File: src/rtl/oc_pkg.sv
// Package: shared types for the output compare channel.
// Assumes: mode encoding is fixed by the three-bit mode field.
package oc_pkg;

    // Reference behaviour selected by the mode field.
    typedef enum logic [2:0] {
        OCM_FROZEN  = 3'b000,
        OCM_SET     = 3'b001,
        OCM_CLEAR   = 3'b010,
        OCM_TOGGLE  = 3'b011,
        OCM_FORCE_L = 3'b100,
        OCM_FORCE_H = 3'b101,
        OCM_PWM1    = 3'b110,
        OCM_PWM2    = 3'b111
    } oc_mode_e;

    // Lock level at which the mode field becomes read-only.
    localparam logic [1:0] LOCK_MODE_LVL = 2'd3;

endpackage

File: src/rtl/oc_mode_reg.sv
// Module: mode field register with write protection.
// Does: stores the channel mode and accepts writes unless the lock level is
// the top level while the channel is selected as an output.
// Assumes: one write per strobe; the reset value is frozen mode.
module oc_mode_reg
    import oc_pkg::*;
(
    input  logic       clk,
    input  logic       rst_n,
    input  logic       wr_en,
    input  logic [2:0] wr_data,
    input  logic [1:0] lock_lvl,
    input  logic       chan_is_out,
    output oc_mode_e   mode_q
);

    logic wr_blocked;
    logic wr_take;

    // Purpose: decide whether a presented write is accepted.
    always_comb begin
        wr_blocked = (lock_lvl == LOCK_MODE_LVL) && chan_is_out;
        wr_take    = wr_en && !wr_blocked;
    end

    // Purpose: hold the mode, loading it on an accepted write.
    always_ff @(posedge clk) begin
        if (!rst_n) begin
            mode_q <= OCM_FROZEN;
        end else if (wr_take) begin
            mode_q <= oc_mode_e'(wr_data);
        end
    end


    lock_hold_chk: assert property (@(posedge clk) disable iff (!rst_n)
        ((lock_lvl == LOCK_MODE_LVL) && chan_is_out) |=> $stable(mode_q));

endmodule

File: src/rtl/oc_cmp.sv
// Module: compare front end.
// Does: produces a one-shot match event on the first ticked cycle in which the
// counter equals the compare value, plus the direction-aware PWM comparison
// and a flag that it changed since the previous cycle.
// Assumes: counter and compare value are unsigned and of equal width.
module oc_cmp #(
    parameter int CNT_W = 16
) (
    input  logic             clk,
    input  logic             rst_n,
    input  logic [CNT_W-1:0] cnt_val,
    input  logic [CNT_W-1:0] cmp_val,
    input  logic             cnt_dn,
    input  logic             cnt_tick,
    output logic             match_evt,
    output logic             pwm_res,
    output logic             pwm_chg
);

    logic eq_now;
    logic lt_now;
    logic gt_now;
    logic eq_seen;
    logic res_q;

    // Purpose: raw magnitude comparisons.
    always_comb begin
        eq_now = (cnt_val == cmp_val);
        lt_now = (cnt_val <  cmp_val);
        gt_now = (cnt_val >  cmp_val);
    end

    // Purpose: PWM 1 active condition, strict when counting up and inclusive when counting down.
    always_comb begin
        pwm_res = cnt_dn ? !gt_now : lt_now;
        pwm_chg = (pwm_res != res_q);
    end

    // Purpose: a match event needs a tick and a fresh arrival at equality.
    always_comb begin
        match_evt = cnt_tick && eq_now && !eq_seen;
    end

    // Purpose: remember equality as of the last tick, and the last comparison.
    always_ff @(posedge clk) begin
        if (!rst_n) begin
            eq_seen <= 1'b0;
            res_q   <= 1'b0;
        end else begin
            if (cnt_tick) begin
                eq_seen <= eq_now;
            end
            res_q <= pwm_res;
        end
    end


    match_once_chk: assert property (@(posedge clk) disable iff (!rst_n)
        match_evt |=> !match_evt);

endmodule

File: src/rtl/oc_ref_gen.sv
// Module: reference level generator.
// Does: applies the selected mode to the match event and PWM comparison,
// with an enabled external clear overriding everything, and registers the
// resulting active-high reference.
// Assumes: match_evt and pwm_chg come from oc_cmp in the same cycle.
module oc_ref_gen
    import oc_pkg::*;
(
    input  logic     clk,
    input  logic     rst_n,
    input  oc_mode_e mode_q,
    input  logic     match_evt,
    input  logic     pwm_res,
    input  logic     pwm_chg,
    input  logic     clr_en,
    input  logic     ext_clr,
    output logic     ref_q
);

    logic ref_d;
    logic was_frozen;
    logic clr_hit;
    logic pwm_lvl;

    // Purpose: next reference level from the mode, then the clear override.
    always_comb begin
        clr_hit = clr_en && ext_clr;
        pwm_lvl = (mode_q == OCM_PWM1) ? pwm_res : !pwm_res;
        ref_d   = ref_q;
        unique case (mode_q)
            OCM_FROZEN:  ref_d = ref_q;
            OCM_SET:     if (match_evt) ref_d = 1'b1;
            OCM_CLEAR:   if (match_evt) ref_d = 1'b0;
            OCM_TOGGLE:  if (match_evt) ref_d = !ref_q;
            OCM_FORCE_L: ref_d = 1'b0;
            OCM_FORCE_H: ref_d = 1'b1;
            OCM_PWM1,
            OCM_PWM2:    if (pwm_chg || was_frozen) ref_d = pwm_lvl;
        endcase
        if (clr_hit) begin
            ref_d = 1'b0;
        end
    end

    // Purpose: register the reference and note whether the mode was frozen.
    always_ff @(posedge clk) begin
        if (!rst_n) begin
            ref_q      <= 1'b0;
            was_frozen <= 1'b1;
        end else begin
            ref_q      <= ref_d;
            was_frozen <= (mode_q == OCM_FROZEN);
        end
    end


    force_hi_chk: assert property (@(posedge clk) disable iff (!rst_n)
        ((mode_q == OCM_FORCE_H) && !(clr_en && ext_clr)) |=> ref_q);


    clear_wins_chk: assert property (@(posedge clk) disable iff (!rst_n)
        (clr_en && ext_clr) |=> !ref_q);


    frozen_hold_chk: assert property (@(posedge clk) disable iff (!rst_n)
        ((mode_q == OCM_FROZEN) && !(clr_en && ext_clr)) |=> $stable(ref_q));


    toggle_flip_chk: assert property (@(posedge clk) disable iff (!rst_n)
        ((mode_q == OCM_TOGGLE) && match_evt && !(clr_en && ext_clr))
        |=> (ref_q != $past(ref_q)));


    pwm_quiet_chk: assert property (@(posedge clk) disable iff (!rst_n)
        (((mode_q == OCM_PWM1) || (mode_q == OCM_PWM2)) && !pwm_chg
         && !was_frozen && !(clr_en && ext_clr)) |=> $stable(ref_q));

endmodule

File: src/rtl/oc_channel.sv
// Module: output compare channel top.
// Does: joins the mode register, compare front end and reference generator,
// and derives main and complementary outputs with separate polarity.
// Assumes: counter, direction and tick come from an external timer counter.
module oc_channel
    import oc_pkg::*;
#(
    parameter int CNT_W = 16
) (
    input  logic             clk,
    input  logic             rst_n,
    input  logic [CNT_W-1:0] cnt_val,
    input  logic             cnt_dn,
    input  logic             cnt_tick,
    input  logic [CNT_W-1:0] cmp_val,
    input  logic             mode_wr,
    input  logic [2:0]       mode_wdata,
    input  logic [1:0]       lock_lvl,
    input  logic             chan_is_out,
    input  logic             clr_en,
    input  logic             ext_clr,
    input  logic             pol_main,
    input  logic             pol_comp,
    output logic             oc_ref,
    output logic             oc_main,
    output logic             oc_comp
);

    oc_mode_e mode_q;
    logic     match_evt;
    logic     pwm_res;
    logic     pwm_chg;

    oc_mode_reg u_mode (
        .clk         (clk),
        .rst_n       (rst_n),
        .wr_en       (mode_wr),
        .wr_data     (mode_wdata),
        .lock_lvl    (lock_lvl),
        .chan_is_out (chan_is_out),
        .mode_q      (mode_q)
    );

    oc_cmp #(.CNT_W(CNT_W)) u_cmp (
        .clk       (clk),
        .rst_n     (rst_n),
        .cnt_val   (cnt_val),
        .cmp_val   (cmp_val),
        .cnt_dn    (cnt_dn),
        .cnt_tick  (cnt_tick),
        .match_evt (match_evt),
        .pwm_res   (pwm_res),
        .pwm_chg   (pwm_chg)
    );

    oc_ref_gen u_ref (
        .clk       (clk),
        .rst_n     (rst_n),
        .mode_q    (mode_q),
        .match_evt (match_evt),
        .pwm_res   (pwm_res),
        .pwm_chg   (pwm_chg),
        .clr_en    (clr_en),
        .ext_clr   (ext_clr),
        .ref_q     (oc_ref)
    );

    // Purpose: apply output polarity to the reference and its complement.
    always_comb begin
        oc_main = oc_ref ^ pol_main;
        oc_comp = !oc_ref ^ pol_comp;
    end


    comp_oppose_chk: assert property (@(posedge clk) disable iff (!rst_n)
        (pol_main == pol_comp) |-> (oc_main != oc_comp));

endmodule

File: config.mk
export PLATFORM = sky130hd
export DESIGN_NAME = oc_channel
export DESIGN_NICKNAME = d
export VERILOG_FILES = /design/src/rtl/oc_pkg.sv /design/src/rtl/oc_mode_reg.sv /design/src/rtl/oc_cmp.sv /design/src/rtl/oc_ref_gen.sv /design/src/rtl/oc_channel.sv
export SDC_FILE = /design/constraint.sdc
export NUM_CORES = 1
export LEC_CHECK = 0
export BUFFER_PORTS_ARGS = -buffer_cell sky130_fd_sc_hd__clkbuf_2
export CAP_MARGIN = 20
export CORE_ASPECT_RATIO = 1.4
export CORE_UTILIZATION = 42
export DETAILED_ROUTE_END_ITERATION = 16
export GPL_TIMING_DRIVEN = 0
export HOLD_SLACK_MARGIN = 0.15
export PLACE_DENSITY = 0.79
export SLEW_MARGIN = 0
export SYNTH_ARGS = -nofsm -noshare
export SYNTH_HDL_FRONTEND = slang
export SYNTH_SLANG_ARGS = --single-unit
File: constraint.sdc
create_clock -name clk -period 2.5 [get_ports clk]
set_input_delay 0.5 -clock clk [delete_from_list [all_inputs] [get_ports clk]]
set_output_delay 0.5 -clock clk [all_outputs]
set_load 0.01 [all_outputs]
== After elaboration in Yosys (flattened, before gate mapping) ==
Cells that the tools add are included.
Storage, ports and cells
  input bits: 47
  register bits after elaboration: 7
  logic and storage cells: 47
  output and inout port bits: 3
Operators by class
  reduce and logical (&&, ||, !) cells: 15
  eq/ne operators: 14
  bitwise logic cells: 4
  muxes and demuxes: 7
  magnitude comparators: 2
Operators with widths (count)
  16-bit == test: 1
  16-bit > comparator: 1
  16-bit less-than comparator: 1
  3-bit == test, second input constant: 4
  3-bit by 2-bit == test with 1-bit output, second input constant: 2
  1-bit 2-to-1 mux: 6
  2-bit != test, second input constant: 3
  1-bit case mux with 6 select lines: 1
  1-bit logical AND: 5
  1-bit zero test: 5
  5-bit AND reduction: 1
  2-bit OR reduction: 2
  3-bit by 1-bit == test with 1-bit output, second input constant: 1
  3-bit zero test: 1
  2-bit == test, second input constant: 1
  2-bit by 1-bit != test with 1-bit output, second input constant: 1
  1-bit NOT: 2
  1-bit bitwise XOR: 2
  1-bit logical OR: 1
  1-bit != test: 1

== Depth between registers and ports, before layout ==
  depth after elaboration: 7
  mapped depth: 9
  depth with buffers taken out: 9

== Hierarchy ==
A second synthesis with hierarchy kept.
Unflattened totals
  cell total of the unflattened synthesis: 96
  area, all modules: 807.0 µm²
By module, submodules not included
  oc_cmp: sequential area each 40.0 µm², cells an instance 66, area each 544.3 µm², times used 1
  oc_mode_reg: sequential area each 60.1 µm², cells an instance 14, area each 137.6 µm², times used 1
  oc_ref_gen: sequential area each 40.0 µm², cells an instance 14, area each 107.6 µm², times used 1
  oc_channel: sequential area each 0.0 µm², cells an instance 2, area each 17.5 µm², times used 1

== Worst setup path after synthesis ==
Ideal clock, no wire load.
  path type: in2reg
  start: in cmp_val[14]
  end: reg u_ref.ref_q
  cell stages on the path: 9
  buffers on the path: 0
  library setup time: 0.128 ns
  setup slack: 0.283 ns
  arrival time: 2.089 ns
  cell sequence: inv_1 > ha_1 > a21oi_1 > nand2_1 > a211o_1 > a211o_1 > mux2i_1 > nor4_1 > a211oi_1
Between the ends
  word-level cells in the longest chain between the ends: 7
Ends and longest elaborated chain
  from (decl): RTL line oc_channel.sv:15  | input logic [CNT_W-1:0] cmp_val,
  16-bit > comparator: RTL line oc_cmp.sv:30  | gt_now = (cnt_val > cmp_val);
  1-bit zero test: RTL line oc_cmp.sv:35  | pwm_res = cnt_dn ? !gt_now : lt_now;
  1-bit 2-to-1 mux: RTL line oc_cmp.sv:35
  1-bit zero test or 1-bit != test (tied branches): RTL line oc_ref_gen.sv:28, oc_cmp.sv:36
  1-bit 2-to-1 mux or 1-bit logical OR (tied branches): RTL line oc_ref_gen.sv:28, oc_ref_gen.sv:38
  1-bit 2-to-1 mux or 2-bit by 1-bit != test with 1-bit output (tied branches)
  1-bit case mux with 6 select lines or 5-bit AND reduction (tied branches)
  to (signal assigned): RTL line oc_ref_gen.sv:51  | ref_q <= ref_d;
  to (decl): RTL line oc_ref_gen.sv:17  | output logic ref_q
Several ways; a longest one is shown, not always the timed one. The select of a mux whose other input is x is not followed.
A chain may end at the register's enable or synchronous reset.

== Worst setup path in the final report ==
Ends and elaborated chain as after synthesis.

==> summary.txt <==
Avg Inst Size Synth: 7.76 µm²
fin crit share: 91.7%
CTS HTree Levels: 1
post-route cell area: 1100 µm²
die area: 2100 µm²
Via density: 5.14
first-pass GRT wire length: 2880 µm
max frequency: 0.436 GHz
post-CTS setup buffer count: 0
nets@finish: 221
fin crit period: 2290 ps
Worst Reg-to-Reg Cells: 5
Setup Skew: 2.24 ps
Placed Instances: 173
static leakage power: 0.628 nW
Final Hold Viols: 0
vias in the first global route: 803
Critical Path AT: 2410 ps
Reg2Reg Launch Point: u_mode.mode_q[1]$_SDFFE_PN0P_
top_reg_cell synth: dfxtp_1
Post-Synthesis Cells: 104
top cell type's share of synthesized area: 24.8%
initial antenna violation count: 0
Min-Delay Path Class: reg -> reg
Final Non-Filler Cells: 177
Die H: 53.9 µm
Core ar.: 1780 µm²
Filler Cell Count: 172
CTS Sinks: 7
status: complete, no violations
I/O pin count: 50
EDFF count, synth: 0
Remaining DRCs: 0
share of cells above drive strength 1: 35.7%
post-synthesis sequential area ratio: 17.4%
CTS-repair resized insts: 0
Util after Layout: 62.0%
Worst Hold Launch: u_cmp.eq_seen$_SDFFE_PN0P_
Worst slew margin: 80.2%
Synth area leader: ha_1
pin count of the biggest net entering global routing: 10
Routed WL: 1800 µm
worst skew pair latency: 250 ps
Worst-Margin Slew: 295 ps
Remaining Overflow, GRT: 0
Area growth syn-to-layout: 36.7%
main area contributors after synthesis: ha_1, dfxtp_1, inv_1
register area: 140 µm²
clock slew at reported path FFs: 50 ps
peak supply drop: 0.000322 V
area of the multi-input gates: 594 µm²
Synth cell types: 29
number of synthesized register bits: 7
CP Capture Point: u_ref.ref_q$_SDFFE_PP0P_
startpoint types: primary input
Reg2Reg Setup Slack: 1020 ps
RSZ-0062 raised after global routing: false
ys async rst share: 0%
CTS tree: built
cell area after synthesis: 807 µm²
worst-path fanout max: 4
FP Rows: 18
PortBufs: 49
Post-CTS Hold Buffers: 0
Setup crit end kind: register
synth warn: 0
wire per inst: 10.2 µm
vias: 910
number of DRC markers in iteration 0: 5
required time of the critical path: 2620 ps
DP HPWL: 1630 µm
Initial Util: 45.4%
Die W: 39.0 µm
CTS buffer count: 3
Commonest cells post-synth: inv_1, ha_1, nand2_1, nand3_1
GRT Overall Usage: 19.3%
Ant. Diodes: 0
post-synth net total: 167
Critical R2R Capture: u_ref.ref_q$_SDFFE_PP0P_
final setup violation count: 0
placed cell areas: 1080 µm²
clk buf depth: 2
clock root buffer: clkbuf_4
crit path kind: in -> reg
Cell Pwr Density: 320 nW/µm²
Max Cap Violations: 0
Placer Congestion: 0.742
Critical Path Source: cmp_val[14]
Final ANT Viol Nets: 0
Slew Viols, Final: 0
drt pass-1 iters: 4
count leader, synth: inv_1
==> flip-flops by register name, indices dropped and copies added, names as in the netlist <==
register,cells
u_cmp.eq_seen,1
u_cmp.res_q,1
u_mode.mode_q,3
u_ref.ref_q,1
u_ref.was_frozen,1
==> routing by layer <==
metal	vias to the layer above	GRT usage (%)	share of wire, %
li1	474	-	-
met1	399	15.9	35
met2	35	41.7	59
met3	2	2.89	5.7
met4	0	6.90	0.95
met5	-	0	0
==> cells in the final DEF, fill, tap and decap left out, types with 2 or more instances in the layout <==
cell type   n
clkbuf_2   49
inv_1      18
ha_1       16
nand2_1    13
nand3_1     8
a21oi_1     7
dfxtp_1     7
a21boi_0    5
nor2_1      4
clkbuf_4    3
o21ai_0     2
a211o_1     2
o22ai_1     2
and4_1      2
a211oi_1    2
==> worst max-delay path, stage by stage <==
cell	delay, ps
clkbuf_2	70
inv_1	30
ha_1	330
nand4_2	170
nor4_4	380
nand2_1	100
nor4b_2	230
o22ai_1	140
nor4_1	320
a211oi_1	120
==> metrics by stage <==
stage                     TNS, ps  hold slack, ps  power [mW]  setup slack, ps
after global routing            0             502       0.383             7.38
after CTS                       0             495       0.359              187
final                           0             496       0.353              207
after global placement          0             479       0.250             3.54
after floorplan                 0             465       0.199              283
after detailed placement    -57.8             487       0.258            -57.8
==> power breakdown <==
| group | leakage (nW) | switching (mW) | internal [mW] | total (mW) |
|---|---|---|---|---|
| combinational | 0.556 | 0.0623 | 0.0682 | 0.131 |
| sequential | 0.0576 | 0.00568 | 0.118 | 0.124 |
| clock | 0.0150 | 0.0381 | 0.0607 | 0.0988 |
==> worst min-delay path by stage <==
stage	slack, ps	cells after the start	to
final	500	2	u_cmp.eq_seen$_SDFFE_PN0P_
after global routing	500	3	u_mode.mode_q[0]$_SDFFE_PN0P_
after CTS	500	2	u_cmp.eq_seen$_SDFFE_PN0P_
after detailed placement	490	2	u_cmp.eq_seen$_SDFFE_PN0P_
after global placement	480	2	u_cmp.eq_seen$_SDFFE_PN0P_
after floorplan	470	2	u_cmp.eq_seen$_SDFFE_PN0P_
==> final cells by class <==
type	count	area share [%]
Tap cell	20	2.27
Multi-Input combinational cell	78	53.9
Clock buffer	4	2.38
Buffer	1	0.454
Sequential cell	7	12.7
Timing Repair Buffer	49	22.2
Inverter	18	6.12
==> cells by family after synthesis <==
| logic type | Yosys count | share of synthesized area [%] |
|---|---|---|
| AOI/OAI and AO/OA | 23 | 19.1 |
| adders and majority gates | 16 | 24.8 |
| buffers and inverters | 19 | 8.99 |
| muxes | 1 | 1.24 |
| and+or+nand+nor | 36 | 26.4 |
| DFF | 7 | 17.4 |
| xor gates and xnor gates | 2 | 2.17 |
No activity file was read; power rests on OpenSTA's default activity.
